[src/rtl/wsm_pkg.sv]
package wsm_pkg;
  function automatic int ceil_div(input int num, input int den);
    return (num + den - 1) / den;
  endfunction
endpackage

[src/rtl/wsm_core_slot.sv]
module wsm_core_slot #(
  parameter int CNT_W = 4
) (
  input  logic clk,
  input  logic rst_n,
  input  logic ps_wr_en,
  input  logic ps_wr_val,
  input  logic clr_allowed,
  input  logic tx_fire,
  input  logic tx_ack,
  input  logic irq_hit,
  output logic psleep,
  output logic drained,
  output logic kids_asleep,
  output logic wake
);
  logic [CNT_W-1:0] cnt_q;
  logic             ps_q, ps_d;
  logic             wake_q, wake_d;

  always_comb begin
    ps_d = ps_q;
    if (ps_wr_en) begin
      if (ps_wr_val)        ps_d = 1'b1;
      else if (clr_allowed) ps_d = 1'b0;
    end
    // a clear wins over a same-cycle hit; a hit only counts while asleep
    wake_d = ps_d & (wake_q | (irq_hit & ps_q));
  end

  always_ff @(posedge clk or negedge rst_n) begin
    if (!rst_n) begin
      ps_q   <= 1'b0;
      wake_q <= 1'b0;
      cnt_q  <= '0;
    end else begin
      ps_q   <= ps_d;
      wake_q <= wake_d;
      case ({tx_fire, tx_ack})
        2'b10:   cnt_q <= cnt_q + 1'b1;
        2'b01:   cnt_q <= cnt_q - 1'b1;
        default: cnt_q <= cnt_q;
      endcase
    end
  end

  assign psleep      = ps_q;
  assign drained     = (cnt_q == '0);
  assign kids_asleep = ps_q & drained;
  assign wake        = wake_q;
endmodule

[src/rtl/wsm_global.sv]
module wsm_global (
  input  logic clk,
  input  logic rst_n,
  input  logic sl_wr_en,
  input  logic sl_wr_val,
  input  logic all_asleep,
  input  logic all_drained,
  output logic sleep,
  output logic quiescent
);
  logic sleep_q, sleep_d, quiet_q;

  always_comb begin
    sleep_d = sleep_q;
    if (sl_wr_en) sleep_d = sl_wr_val ? (all_asleep | sleep_q) : 1'b0;
  end

  always_ff @(posedge clk or negedge rst_n) begin
    if (!rst_n) begin
      sleep_q <= 1'b0;
      quiet_q <= 1'b0;
    end else begin
      sleep_q <= sleep_d;
      quiet_q <= sleep_q & sleep_d & all_drained;
    end
  end

  assign sleep     = sleep_q;
  assign quiescent = quiet_q;
endmodule

[src/rtl/wsm_router.sv]
module wsm_router #(
  parameter int N = 4
) (
  input  logic         irq_valid,
  input  logic         irq_multi,
  input  logic [N-1:0] irq_target,
  input  logic [N-1:0] cpu_active,
  input  logic [N-1:0] psleep,
  output logic [N-1:0] deliver
);
  logic [N-1:0] elig, pref, pick;

  always_comb begin
    elig = irq_target & ~psleep & {N{irq_valid}};
    pref = elig & cpu_active;
    pick = (pref != '0) ? pref : elig;
    if (irq_multi) deliver = pick & (~pick + 1'b1);
    else           deliver = elig;
  end
endmodule

[src/rtl/irq_wake_sleep_mgr.sv]
module irq_wake_sleep_mgr
  import wsm_pkg::*;
#(
  parameter int NUM_CORES     = 4,
  parameter int CLUSTER_CORES = 2,
  parameter int CNT_W         = 4,
  localparam int CIDX_W       = (NUM_CORES > 1) ? $clog2(NUM_CORES) : 1,
  localparam int NUM_CLUSTERS = ceil_div(NUM_CORES, CLUSTER_CORES)
) (
  input  logic                    clk,
  input  logic                    rst_n,
  input  logic                    ps_wr_en,
  input  logic [CIDX_W-1:0]       ps_wr_core,
  input  logic                    ps_wr_val,
  input  logic                    sl_wr_en,
  input  logic                    sl_wr_val,
  input  logic [NUM_CORES-1:0]    tx_valid,
  input  logic [NUM_CORES-1:0]    tx_ready,
  input  logic [NUM_CORES-1:0]    tx_ack,
  input  logic [NUM_CORES-1:0]    cpu_active,
  input  logic                    irq_valid,
  input  logic                    irq_multi,
  input  logic [NUM_CORES-1:0]    irq_target,
  output logic [NUM_CORES-1:0]    deliver,
  output logic [NUM_CORES-1:0]    wake_request,
  output logic [NUM_CORES-1:0]    proc_sleep,
  output logic [NUM_CORES-1:0]    children_asleep,
  output logic                    sleep,
  output logic                    quiescent,
  output logic [NUM_CLUSTERS-1:0] gate_ok
);
  logic [NUM_CORES-1:0] drained;
  logic                 clr_allowed;

  assign clr_allowed = ~sleep & ~quiescent;

  for (genvar i = 0; i < NUM_CORES; i++) begin : g_core
    localparam logic [NUM_CORES-1:0] SEL = NUM_CORES'(1) << i;
    logic hit, wr_here;
    assign hit     = irq_valid & ~irq_multi & (irq_target == SEL);
    assign wr_here = ps_wr_en & (ps_wr_core == CIDX_W'(i));

    wsm_core_slot #(.CNT_W(CNT_W)) slot_i (
      .clk         (clk),
      .rst_n       (rst_n),
      .ps_wr_en    (wr_here),
      .ps_wr_val   (ps_wr_val),
      .clr_allowed (clr_allowed),
      .tx_fire     (tx_valid[i] & tx_ready[i]),
      .tx_ack      (tx_ack[i]),
      .irq_hit     (hit),
      .psleep      (proc_sleep[i]),
      .drained     (drained[i]),
      .kids_asleep (children_asleep[i]),
      .wake        (wake_request[i])
    );
  end

  wsm_global glob_i (
    .clk         (clk),
    .rst_n       (rst_n),
    .sl_wr_en    (sl_wr_en),
    .sl_wr_val   (sl_wr_val),
    .all_asleep  (&(proc_sleep & children_asleep)),
    .all_drained (&drained),
    .sleep       (sleep),
    .quiescent   (quiescent)
  );

  wsm_router #(.N(NUM_CORES)) route_i (
    .irq_valid  (irq_valid),
    .irq_multi  (irq_multi),
    .irq_target (irq_target),
    .cpu_active (cpu_active),
    .psleep     (proc_sleep),
    .deliver    (deliver)
  );

  for (genvar c = 0; c < NUM_CLUSTERS; c++) begin : g_clu
    localparam int LO = c * CLUSTER_CORES;
    localparam int HI = (LO + CLUSTER_CORES > NUM_CORES) ? NUM_CORES : LO + CLUSTER_CORES;
    assign gate_ok[c] = &children_asleep[HI-1:LO];
  end
endmodule

[config.mk]
export PLATFORM = sky130hd
export DESIGN_NAME = irq_wake_sleep_mgr
export DESIGN_NICKNAME = d
export VERILOG_FILES = /design/src/rtl/wsm_pkg.sv /design/src/rtl/wsm_core_slot.sv /design/src/rtl/wsm_global.sv /design/src/rtl/wsm_router.sv /design/src/rtl/irq_wake_sleep_mgr.sv
export SDC_FILE = /design/constraint.sdc
export NUM_CORES = 1
export LEC_CHECK = 0
export ABC_AREA = 1
export BUFFER_PORTS_ARGS = -buffer_cell sky130_fd_sc_hd__buf_2
export CAP_MARGIN = 40
export CORE_UTILIZATION = 25
export CTS_BUF_LIST = sky130_fd_sc_hd__clkbuf_2
export DETAILED_ROUTE_END_ITERATION = 8
export GPL_TIMING_DRIVEN = 0
export PLACE_DENSITY = 0.43
export SETUP_SLACK_MARGIN = 0.3
export SYNTH_ARGS = -nofsm -noshare
export SYNTH_HDL_FRONTEND = slang
export SYNTH_SLANG_ARGS = --single-unit
[constraint.sdc]
create_clock -name clk -period 4.39 [get_ports clk]
set_input_delay 0.6585 -clock clk [delete_from_list [all_inputs] [get_ports clk]]
set_output_delay 0.6585 -clock clk [all_outputs]
set_load 0.03 [all_outputs]
Yosys cells after proc, flatten, opt, wreduce, memory -nomap -nowiden
Index checks and enable logic that the tools add are counted.
- flip-flop bits (word level): 26
- output and inout port bits: 20
- word-level logic and storage cells: 115
- add/sub/neg operators: 9
- eq/ne operators: 15
- mux-type cells: 20
- bitwise logic cells: 43
- reduce and logical (&&, ||, !) cells: 14
- operators by type and width (kind ; number):
    $pmux 4 s2 ; 4
    $and 1x1->1 ; 28
    $add 4x1->4 const B ; 5
    $and 4x4->4 ; 5
    $logic_not 4->1 ; 4
    $sub 4x1->4 const B ; 4
    $mux 1 ; 14
    $eq 2x2->1 const B ; 6
    $eq 2x1->1 const B ; 5
    $mux 4 ; 2
    $not 4->4 ; 2
    $reduce_and 4->1 ; 2
    $reduce_bool 2->1 ; 4
    $or 1x1->1 ; 5
    $eq 4x1->1 const B ; 1
    $eq 4x2->1 const B ; 1
    $eq 4x3->1 const B ; 1
    $eq 4x4->1 const B ; 1
    $reduce_and 2->1 ; 2
    $reduce_bool 4->1 ; 1
    $not 1->1 ; 3
    $logic_not 2->1 ; 1

Longest topological paths before layout
Gate-level depths: netlist of run 1.
- depth after elaboration: 10
- depth in mapped cells: 9
- mapped depth without buffers: 9

By module
From an unflattened synthesis of run 1, not the netlist that was laid out.
- cells, all modules: 297
- area total of the unflattened synthesis: 1971.9 µm²
- modules (own cells, without submodules) (module ; times used ; cells each ; area each (µm²) ; seq. area each (µm²)):
    wsm_core_slot ; 4 ; 51 ; 375.4 ; 150.1
    wsm_router ; 1 ; 38 ; 209.0 ; 0.0
    irq_wake_sleep_mgr ; 1 ; 46 ; 182.7 ; 0.0
    wsm_global ; 1 ; 9 ; 78.8 ; 50.0

Least setup slack after synthesis of run 1
No wires, ideal clock.
- path kind: input-to-output
- start: input irq_target[0]
- end: output deliver[1]
- data arrival time: 1758 ps
- path slack: 1973 ps
- stages on the path: 5
- path buffers: 0
- cell sequence: nand4_1 nand2_1 nor2_2 o21ai_1 o21ai_0
- word-level cells in the longest chain between the ends: 9
- RTL lines (item ; line ; source):
    from (decl) ; irq_wake_sleep_mgr.sv:23 ; input logic [NUM_CORES-1:0] irq_target,
    $and 4x4->4 (*) (2 in a row) ; wsm_router.sv:14 ; elig = irq_target & ~psleep & {N{irq_valid}};
    $and 4x4->4 ; wsm_router.sv:15 ; pref = elig & cpu_active;
    $reduce_bool 4->1 ; wsm_router.sv:16 ; pick = (pref != '0) ? pref : elig;
    $mux 4 (*) ; wsm_router.sv:16 ;
    $not 4->4 ; wsm_router.sv:17 ; if (irq_multi) deliver = pick & (~pick + 1'b1);
    $add 4x1->4 ; wsm_router.sv:17 ;
    $and 4x4->4 (*) ; wsm_router.sv:17 ;
    $mux 4 (*) ; wsm_router.sv:17 ;
    to (decl) ; irq_wake_sleep_mgr.sv:24 ; output logic [NUM_CORES-1:0] deliver,
Mark *: on every way between the ends. The rest lies on a longest branch, timed or not.

Final worst setup path of run 1
- start: register g_core[2].slot_i.ps_q
- end: output deliver[2]
- word-level cells in the longest chain between the ends: 10
- RTL lines (item ; line ; source):
    from (decl) ; wsm_core_slot.sv:18 ; logic ps_q, ps_d;
    from (signal assigned) ; wsm_core_slot.sv:37 ; ps_q <= ps_d;
    $not 4->4 (*) ; wsm_router.sv:14 ;
    $and 4x4->4 (*) (2 in a row) ; wsm_router.sv:14 ;
    $and 4x4->4 ; wsm_router.sv:15 ;
    $reduce_bool 4->1 ; wsm_router.sv:16 ;
    $mux 4 ; wsm_router.sv:16 ;
    $not 4->4 ; wsm_router.sv:17 ;
    $add 4x1->4 ; wsm_router.sv:17 ;
    $and 4x4->4 ; wsm_router.sv:17 ;
    $mux 4 (*) ; wsm_router.sv:17 ;
Marks and branches as above.

==> results of run 1 <==
[state kept, by name (all words and copies together) (netlist names)]
signal                flops
g_core.slot_i.psleep      4
g_core.slot_i.wake        4
glob_i.quiescent          1
g_core.slot_i.cnt_q      16
glob_i.sleep              1
[through the flow]
stage               utilization  total power [µW]  hold WS [ns]
floorplan                     -             756.2        0.3629
global placement         0.3154             862.0        0.4615
detailed placement       0.3154             868.8        0.4646
CTS                      0.3219              1030        0.2443
global route             0.3219              1123        0.2545
finish                   0.3219              1011        0.2619
[worst reg2reg max path: cells and delay by family, from the launching register on]
kind	cells	cell delay, ns
flops	1	0.45
fa+ha+maj	1	0.34
compound gates	2	0.28
mux	1	0.26
xor+xnor	1	0.16
[area by class of cell]
cell class / count / area share
clock inverters: 1 / 0.01351
repair buffers: 49 / 0.1103
inverters: 41 / 0.06922
flip-flops and latches: 26 / 0.2926
multi-input cells: 144 / 0.4131
well taps: 96 / 0.05402
clock buffers: 3 / 0.006753
plain buffers: 12 / 0.04052
[worst max path at each step]
stage	slack (ns)	cells after the start	startpoint	end
6_report	1.89	8	g_core[2].slot_i.psleep	deliver[2]
5_1_grt	1.66	9	g_core[2].slot_i.psleep	deliver[2]
4_1_cts	1.84	8	g_core[2].slot_i.psleep	deliver[2]
3_5_place_dp	2.04	8	irq_valid	deliver[2]
3_3_place_gp	2.00	8	irq_valid	deliver[2]
2_1_floorplan	1.97	5	irq_target[0]	deliver[1]
[cell families (layout without fill, tap and decap cells)]
| logic type | count (synthesis) | count (layout) |
|---|---|---|
| AOI/OAI and AO/OA | 31 | 31 |
| muxes | 4 | 4 |
| and+or+nand+nor | 77 | 77 |
| adders and majority gates | 16 | 16 |
| xor gates and xnor gates | 16 | 16 |
| DFF | 26 | 26 |
| buffers and inverters | 53 | 106 |
[cell usage after synthesis, drive strengths merged]
| cell | instances | area share |
|---|---|---|
| a21oi | 4 | 0.011 |
| buf | 12 | 0.050 |
| dfrtp | 26 | 0.36 |
| fa | 4 | 0.044 |
| ha | 12 | 0.083 |
| inv | 41 | 0.085 |
| mux2 | 4 | 0.025 |
| nand2 | 36 | 0.075 |
| nand3 | 13 | 0.036 |
| nand4 | 5 | 0.017 |
| nor2 | 12 | 0.028 |
| nor3 | 6 | 0.019 |
| nor4 | 4 | 0.014 |
| o21ai | 27 | 0.075 |
| or2 | 1 | 0.0035 |
| xnor2 | 4 | 0.019 |
| xor2 | 12 | 0.058 |
[power groups by stage]
stage	sequential, µW	combinational [µW]	clock, µW
global route	411	542	170
finish	393	466	151
CTS	396	471	163
floorplan	383	373	0
global placement	401	461	0
detailed placement	400	469	0
[layer usage]
| layer | GRT usage | part of all wire | up-vias |
|---|---|---|---|
| met5 | 0 | 0 | - |
| met4 | 0.01788 | 0.0041 | 0 |
| met3 | 0.02654 | 0.037 | 2 |
| met2 | 0.1811 | 0.45 | 28 |
| met1 | 0.1538 | 0.50 | 693 |
| li1 | - | - | 818 |
==> metrics.md, run 1 <==
| Metric | Value |
|---|---|
| Hold crit path type | in -> async |
| CTS H-tree lvls | 1 |
| Routed WL | 3936 µm |
| Vias | 1541 |
| Synth Area in XOR/XNOR | 0.07729 |
| Sequential share of power | 0.389 |
| CTS root buf | clkbuf_2 |
| Area growth, synth to finish | 22.64% |
| Worst slack, placed | 2.037 ns |
| Adder-Cell Fraction of Synth Area | 0.1270 |
| Critical path required time | 3.73 ns |
| Ys Warns | 0 |
| Reg2Reg Capture Point | g_core[1].slot_i.cnt_q[3] |
| Post-placement cell area | 2178 µm² |
| Multi-input gate area | 918.4 µm² |
| Core Footprint | 6907 µm² |
| FMAX | 400.8 MHz |
| Total CTS buffers | 3 |
| Port buffer count | 49 |
| Leakage | 0.001250 µW |
| Via density per instance | 4.142 |
| Crit-path slowest cell | dfrtp_1 |
| CP Cell Sequence | inv_1 > nand4_1 > nand2_1 > nor2_2 > o21ai_1 > nand2_1 > o21ai_1 > buf_2 |
| Largest family of logic cells by synthesized area | simple AND/OR/NAND/NOR gates |
| Initial antenna violation count | 0 |
| Syn Nets | 269 |
| Switching pwr | 401.3 µW |
| Skew final | 0.01347 ns |
| Commonest cells after routing, fill and taps aside | buf_2, inv_1, nand2_1 |
| Crit path max-delay family | flip-flops |
| DIE HEIGHT | 87.16 µm |
| CTS tree | done |
| Setup Buffers After CTS | 0 |
| Total GRT Usage | 0.1117 |
| Clk pwr share | 0.150 |
| Synthesized cell area | 1813 µm² |
| Fin. Hold Viols | 0 |
| Syn_area_per_cell | 8.130 µm² |
| Number of global-route vias before repair | 1431 |
| Synthesized flop and latch total | 26 |
| Rows | 30 |
| Cell Int Power | 609.4 µW |
| Clock Latency Late Sink | 0.36 ns |
| Post-synthesis simple-gate area fraction | 0.1919 |
| Status | finished clean |
| GPL Wtd Cong | 0.7969 |
| Post-cts sizing count | 0 |
| Final Max Tran Viols | 0 |
| Worst VDD drop | 0.1686 mV |
| Worst setup margin | 1.895 ns |
| Setup crit end kind | output pin |
| Fillers | 787 |
| Initial core utilization | 0.2625 |
| Largest stage delay, worst path | 0.49 ns |
| Final net count | 323 |
| Rel. slew slack | 0.5968 |
| Total grt overflow | 0 |
| Worst-path clk slew | 0.25 ns |
| Detail Route Antenna Nets | 0 |
| Design Area, Final | 2223 µm² |
| Register area share after synthesis | 0.3589 |
| Hold Buf Count CTS | 0 |
| CP bufs+invs | 2 |
| Antenna diodes | 0 |
| Part of the cycle the worst path needs | 0.5684 |
| RSZ-0062 raised after global routing | false |
| Reg area | 650.6 µm² |
| Routed WL per cell | 10.58 µm |
| Setup slack, reg-to-reg | 2.82 ns |
| Final setup vio count | 0 |
| Clock net sink count | 26 |
| Pre-antenna DRT Iters | 4 |
| Die area | 7597 µm² |
| Syn Inst Count | 223 |
| Worst Setup Path Type | reg -> out |
| Die X | 87.16 µm |
| Layout cells sized above 1 | 0.2681 |
| Initial DRC count | 93 |
| Remaining DRCs | 0 |
| Pwr Density | 454.6 nW/µm² |
| First-pass GRT wire length | 6603 µm |
| CP Max Fanout | 5 |
| Final HPWL DP | 3268 µm |
| CP Launch Type | register |
| Critical R2R Launch | g_core[1].slot_i.cnt_q[2] |
| Combinational power share | 0.461 |
| Clock tree buffer depth | 2 |
| Compound-Gate Fraction of Synth Area | 0.08558 |
| Final non-filler cell total | 372 |
| Maxcap violations | 0 |
| Post-synthesis mux area share | 0.02484 |
| I/O pins | 50 |
| Most common cell after layout, fill and taps aside | buf_2 |
| Placed cells | 368 |
| Switch share | 0.3970 |
| WP data arrival | 1.84 ns |
| Largest net degree at the start of global routing | 27 |
| R2R depth | 5 |
| Worst Max-Slew Pin Slew | 0.6047 ns |
| TNS Setup | 0 ns |
| Final min period | 2.495 ns |
| Unique masters post-synth | 21 |
No activity file was read; power rests on OpenSTA's default activity.
==> run 2: changes to the inputs <==
Settings changed: PLACE_DENSITY 0.43 to 0.45.
Clock period 4.39 ns to 2.25 ns, I/O delays scaled along.
==> run 2 against run 1 <==
  * Register-to-register slack got worse by 2.2 ns
  * Final area increased by 7.4%
  * Critical path depth unchanged
  * Via count increased by 2.8%
  * Critical endpoint unchanged
  * Total power increased by 99%
  * Combinational power increased by 130%
==> metrics.md, run 2 (synthesis results as in run 1) <==
| Metric | Value |
|---|---|
| Status | finished clean |
| First-pass GRT wire length | 6706 µm (+1.6%) |
| Final setup vio count | 0 (unchanged) |
| Clk pwr share | 0.085 (-0.065) |
| Commonest cells after routing, fill and taps aside | buf_2, inv_1, nand2_1 |
| Routed WL | 4169 µm (+5.9%) |
| Die X | 87.16 µm (unchanged) |
| Worst VDD drop | 0.2435 mV (+44%) |
| Routed WL per cell | 10.86 µm (+2.6%) |
| Die area | 7597 µm² (unchanged) |
| Hold crit path type | in -> reg |
| Worst setup path end | deliver[2] |
| GPL Wtd Cong | 0.8487 (+6.5%) |
| Remaining DRCs | 0 (unchanged) |
| Worst-path clk slew | 0.24 ns (about the same) |
| Combinational power share | 0.536 (+0.075) |
| Sequential share of power | 0.379 (-0.010) |
| Skew final | 0.009026 ns (-0.004448 ns) |
| CTS tree | done |
| Worst Max-Slew Pin Slew | 0.5927 ns (-0.01209 ns) |
| Total grt overflow | 0 (unchanged) |
| Total CTS buffers | 3 (unchanged) |
| CP startpoint | g_core[0].slot_i.psleep |
| Total GRT Usage | 0.1129 (+0.001185) |
| Worst slack, placed | 0.3835 ns (-1.653 ns) |
| Setup slack, reg-to-reg | 0.58 ns (-2.24 ns) |
| Critical R2R Launch | g_core[2].slot_i.cnt_q[2] |
| Clock net sink count | 26 (unchanged) |
| Initial core utilization | 0.2625 (unchanged) |
| Switching pwr | 831.0 µW (+110%) |
| R2R depth | 6 (+1) |
| Worst Setup Path Type | reg -> out |
| Area growth, synth to finish | 31.75% |
| TNS Setup | 0 ns (unchanged) |
| FMAX | 485.3 MHz |
| Reg2Reg Capture Point | g_core[2].slot_i.cnt_q[3] |
| WP data arrival | 1.72 ns (-0.12 ns) |
| Reg area | 650.6 µm² (unchanged) |
| Worst setup margin | 0.1892 ns (-1.706 ns) |
| Port buffer count | 49 (unchanged) |
| Final non-filler cell total | 384 (+3.2%) |
| Largest net degree at the start of global routing | 27 (unchanged) |
| Initial antenna violation count | 0 (unchanged) |
| Multi-input gate area | 978.4 µm² (+6.5%) |
| Rel. slew slack | 0.6049 (+0.008057) |
| Detail Route Antenna Nets | 0 (unchanged) |
| Maxcap violations | 0 (unchanged) |
| CP Launch Type | register |
| Part of the cycle the worst path needs | 0.9159 |
| Leakage | 0.001307 µW (+4.6%) |
| Core Footprint | 6907 µm² (unchanged) |
| Initial DRC count | 37 (-60%) |
| CTS root buf | clkbuf_2 |
| Cell Int Power | 1177 µW (+93%) |
| Final min period | 2.061 ns |
| DIE HEIGHT | 87.16 µm (unchanged) |
| I/O pins | 50 (unchanged) |
| Final HPWL DP | 3235 µm (-1.0%) |
| Final Max Tran Viols | 0 (unchanged) |
| Number of global-route vias before repair | 1457 (+1.8%) |
| Critical path required time | 1.91 ns (-1.82 ns) |
| Antenna diodes | 0 (unchanged) |
| Clock tree buffer depth | 2 (unchanged) |
| Switch share | 0.4138 (+0.01674) |
| Fillers | 754 (-4.2%) |
| Largest reg by FF count | g_core.slot_i.cnt_q |
| Clock Latency Late Sink | 0.34 ns (-0.02 ns) |
| Vias | 1584 (+2.8%) |
| Layout cells sized above 1 | 0.3576 (+0.08952) |
| Max FFs per register | 16 (unchanged) |
| RSZ-0062 raised after global routing | true |
| Placed cells | 368 (unchanged) |
| CTS H-tree lvls | 1 (unchanged) |
| Final net count | 336 (+4.0%) |
| Fin. Hold Viols | 0 (unchanged) |
| Final Hold Slack | 0.2862 ns (+0.02425 ns) |
| Pre-antenna DRT Iters | 4 (unchanged) |
| Pwr Density | 840.8 nW/µm² (+85%) |
| CP Max Fanout | 4 (-1) |
| Via density per instance | 4.125 (-0.42%) |
| Rows | 30 (unchanged) |
| Most common cell after layout, fill and taps aside | buf_2 |
| Setup crit end kind | output pin |
run 2: stage by stage:
stage | instance area, µm² | power [µW] | utilization
global placement | 2178 | 1675 | 0.3154
finish | 2389 | 2008 | 0.3458
global route | 2389 | 2214 | 0.3458
detailed placement | 2178 | 1695 | 0.3154
CTS | 2245 | 1900 | 0.3250
floorplan | 1813 | 1475 | -
run 2: power groups by stage:
| stage | Sequential, µW | Clock, µW | Combinational, µW |
|---|---|---|---|
| after floorplan | 747 | 0 | 729 |
| after global placement | 779 | 0 | 897 |
| after detailed placement | 780 | 0 | 915 |
| after CTS | 763 | 184 | 953 |
| after global routing | 780 | 204 | 1230 |
| final | 762 | 170 | 1080 |
run 2: metal layers:
layer  vias to the layer above  share of wire  wire length (µm)  track usage
li1                        841              -                 -            -
met1                       706           0.49              2058       0.1538
met2                        33           0.45              1858       0.1739
met3                         4          0.050               207      0.03697
met4                         0          0.011                44      0.02534
met5                         -              0                 0            0
run 2: how the worst min path moves through the flow:
stage | from | end | slack, ns | cells past startpoint
after floorplan | rst_n | g_core[0].slot_i.cnt_q[0] | 0.04 | 0
after global placement | rst_n | g_core[1].slot_i.cnt_q[1] | 0.39 | 1
after detailed placement | rst_n | g_core[1].slot_i.cnt_q[1] | 0.39 | 1
after CTS | sl_wr_en | glob_i.sleep | 0.25 | 4
after global routing | sl_wr_en | glob_i.quiescent | 0.26 | 4
final | sl_wr_en | glob_i.sleep | 0.29 | 4
run 2: worst max-delay path: stages (launching register included):
cell and delay, ns:
dfrtp_1 0.45, inv_2 0.07, nand4_1 0.14, nand2_2 0.13, nor2_4 0.06, o21ai_2 0.15, nand2_1 0.08, o21ai_1 0.13
buf_4 0.17
run 2: timing repair:
action,in CTS,in global routing
pin swaps,0,5
setup endpoints to repair,5,9
resized for setup,4,34
hold buffers,1,0
hold endpoints to repair,26,0
buffers inserted,4,8
run 2: area by class of cell:
class | count | area share
Timing Repair Buffer | 62 | 0.1592
Clock buffer | 3 | 0.006286
Buffer | 12 | 0.03772
Tap cell | 96 | 0.05029
Sequential cell | 26 | 0.2724
Multi-Input combinational cell | 144 | 0.4096
Inverter | 41 | 0.06443
==> run 3: changes to the inputs <==
Settings changed: PLACE_DENSITY 0.45 to 0.57.
==> run 3 against run 2 <==
  * Sequential power about the same
  * Critical endpoint unchanged
  * Critical path type unchanged
  * Clock skew up 0.0072 ns
  * Non-clock buffer count is 3 higher
==> metrics.md, run 3 (synthesis results as in run 1) <==
| Metric | Value |
|---|---|
| Status | finished clean |
| Setup crit end kind | output pin |
| Total power | 2074 µW (+3.2%) |
| Rows | 30 (unchanged) |
| Largest net degree at the start of global routing | 27 (unchanged) |
| Worst setup margin | 0.1889 ns (-0.0002940 ns) |
| Multi-input gate area | 993.5 µm² (+1.5%) |
| Initial antenna violation count | 0 (unchanged) |
| Commonest cells after routing, fill and taps aside | buf_2, inv_1, nand2_1 |
| Routed WL | 4171 µm (about the same) |
| CP Max Fanout | 4 (unchanged) |
| CP Cell Sequence | inv_1 > nand4_1 > nand2_1 > nor2_4 > o21ai_2 > nand2_1 > o21ai_2 > buf_6 |
| TNS Setup | 0 ns (unchanged) |
| Layout cells sized above 1 | 0.3801 (+0.02250) |
| I/O pins | 50 (unchanged) |
| Largest stage delay, worst path | 0.45 ns (about the same) |
| Pre-antenna DRT Iters | 4 (unchanged) |
| GPL Wtd Cong | 0.8982 (+5.8%) |
| Total GRT Usage | 0.1146 (+0.001702) |
| Port buffer count | 49 (unchanged) |
| Pwr Density | 850.8 nW/µm² (+1.2%) |
| CTS tree | done |
| Initial core utilization | 0.2625 (unchanged) |
| Worst-path clk slew | 0.26 ns (+0.02 ns) |
| Skew final | 0.01627 ns (+0.007246 ns) |
| First-pass GRT wire length | 6755 µm (+0.73%) |
| Hold crit path type | in -> reg |
| Antenna diodes | 0 (unchanged) |
| Rel. slew slack | 0.6042 (-0.0006490) |
| Part of the cycle the worst path needs | 0.9160 (about the same) |
| CP Launch Type | register |
| DIE HEIGHT | 87.16 µm (unchanged) |
| Largest reg by FF count | g_core.slot_i.cnt_q |
| Clock net sink count | 26 (unchanged) |
| Final setup vio count | 0 (unchanged) |
| CTS H-tree lvls | 1 (unchanged) |
| Final net count | 339 (+0.89%) |
| Detail Route Antenna Nets | 0 (unchanged) |
| FMAX | 485.2 MHz (about the same) |
| Crit path max-delay family | flip-flops |
| Most common cell after layout, fill and taps aside | buf_2 |
| Worst VDD drop | 0.2279 mV (-6.4%) |
| Worst Setup Path Type | reg -> out |
| Maxcap violations | 0 (unchanged) |
| CP bufs+invs | 2 (unchanged) |
| Critical path required time | 1.91 ns (about the same) |
| Vias | 1651 (+4.2%) |
| Routed WL per cell | 10.75 µm (-0.98%) |
| Final HPWL DP | 3224 µm (-0.33%) |
| Worst Max-Slew Pin Slew | 0.5936 ns (+0.0009739 ns) |
| Fillers | 739 (-2.0%) |
| Total CTS buffers | 3 (unchanged) |
| Worst slack, placed | 0.3918 ns (+0.008274 ns) |
| Reg area | 650.6 µm² (unchanged) |
| Number of global-route vias before repair | 1522 (+4.5%) |
| Clock Latency Late Sink | 0.36 ns (+0.02 ns) |
| Die area | 7597 µm² (unchanged) |
| Via density per instance | 4.255 (+3.2%) |
| Leakage | 0.001332 µW (+1.9%) |
| Initial DRC count | 112 (+200%) |
| WP data arrival | 1.72 ns (about the same) |
| Final min period | 2.061 ns (+0.0002940 ns) |
| Clock tree buffer depth | 2 (unchanged) |
| Max FFs per register | 16 (unchanged) |
| RSZ-0062 raised after global routing | true |
| CTS root buf | clkbuf_2 |
| Final Max Tran Viols | 0 (unchanged) |
| Fin. Hold Viols | 0 (unchanged) |
| Core Footprint | 6907 µm² (unchanged) |
| Area growth, synth to finish | 34.44% |
| Die X | 87.16 µm (unchanged) |
| Crit-path slowest cell | dfrtp_1 |
| Remaining DRCs | 0 (unchanged) |
| Total grt overflow | 0 (unchanged) |
==> run 3: changes by cell type in the layout (fill, tap and decap cells not counted) <==
cell	change
buf_6	+2
inv_1	-2
inv_2	+2
nor2_1	-2
nor2_2	+2
clkbuf_4	+1
clkinv_1	+1
nor3_2	-1
nor3_4	+1
o21ai_1	-1
o21ai_2	+1
==> run 3: timing repair <==
action | CTS | global route
gates resized for setup | 11 | 32
pin swaps | 3 | 11
endpoints found under the hold margin | 26 | 0
buffers inserted | 7 | 8
hold buffers | 1 | 0
endpoints found under the setup margin | 5 | 9
==> run 3: report_power, final <==
| part | internal, µW | total, µW | switching (µW) |
|---|---|---|---|
| logic | 541 | 1130 | 586 |
| registers | 629 | 763 | 134 |
| clock network | 38.6 | 183 | 145 |
==> run 3: path summary, 6_finish.rpt <==
path | from | end | slack [ns] | cells after the start
setup / recovery | g_core[3].slot_i.psleep | deliver[2] | 0.19 | 8
hold / removal | sl_wr_en | glob_i.sleep | 0.24 | 4
setup reg to reg | g_core[2].slot_i.cnt_q[2] | g_core[2].slot_i.cnt_q[3] | 0.56 | 6
hold reg to reg | g_core[0].slot_i.cnt_q[0] | g_core[0].slot_i.cnt_q[0] | 0.51 | 1
max in group asynchronous | rst_n | g_core[3].slot_i.wake | 1.38 | 2
min in group asynchronous | rst_n | g_core[0].slot_i.cnt_q[1] | 0.46 | 2
==> run 3: per-layer routing <==
layer | track usage | share of wire
met1 | 0.1429 | 0.43
met4 | 0.03875 | 0.0065
met5 | 0 | 0
met3 | 0.02370 | 0.051
met2 | 0.1969 | 0.51
==> run 3: worst reg2reg max path, stage by stage (launching register included) <==
cell     delay (ns)
dfrtp_1        0.47
buf_4          0.15
ha_1           0.32
a21oi_1        0.14
o21ai_0        0.11
xor2_1         0.15
mux2_2         0.26
==> run 3: layout make-up <==
cell class	instances	share of cell area
plain buffers	12	0.03696
clock buffers	3	0.006160
clock inverters	1	0.001540
inverters	41	0.06314
multi-input cells	144	0.4076
flip-flops and latches	26	0.2669
well taps	96	0.04928
repair buffers	65	0.1684
==> run 3: per-stage QoR <==
stage,util,instance area [µm²],instances,hold slack (ns)
6_report,0.3529,2437,388,0.2420
5_1_grt,0.3529,2437,388,0.2223
4_1_cts,0.3326,2297,380,0.2409
3_5_place_dp,0.3154,2178,368,0.3856
3_3_place_gp,0.3154,2178,368,0.3768
2_1_floorplan,-,1813,223,0.04191
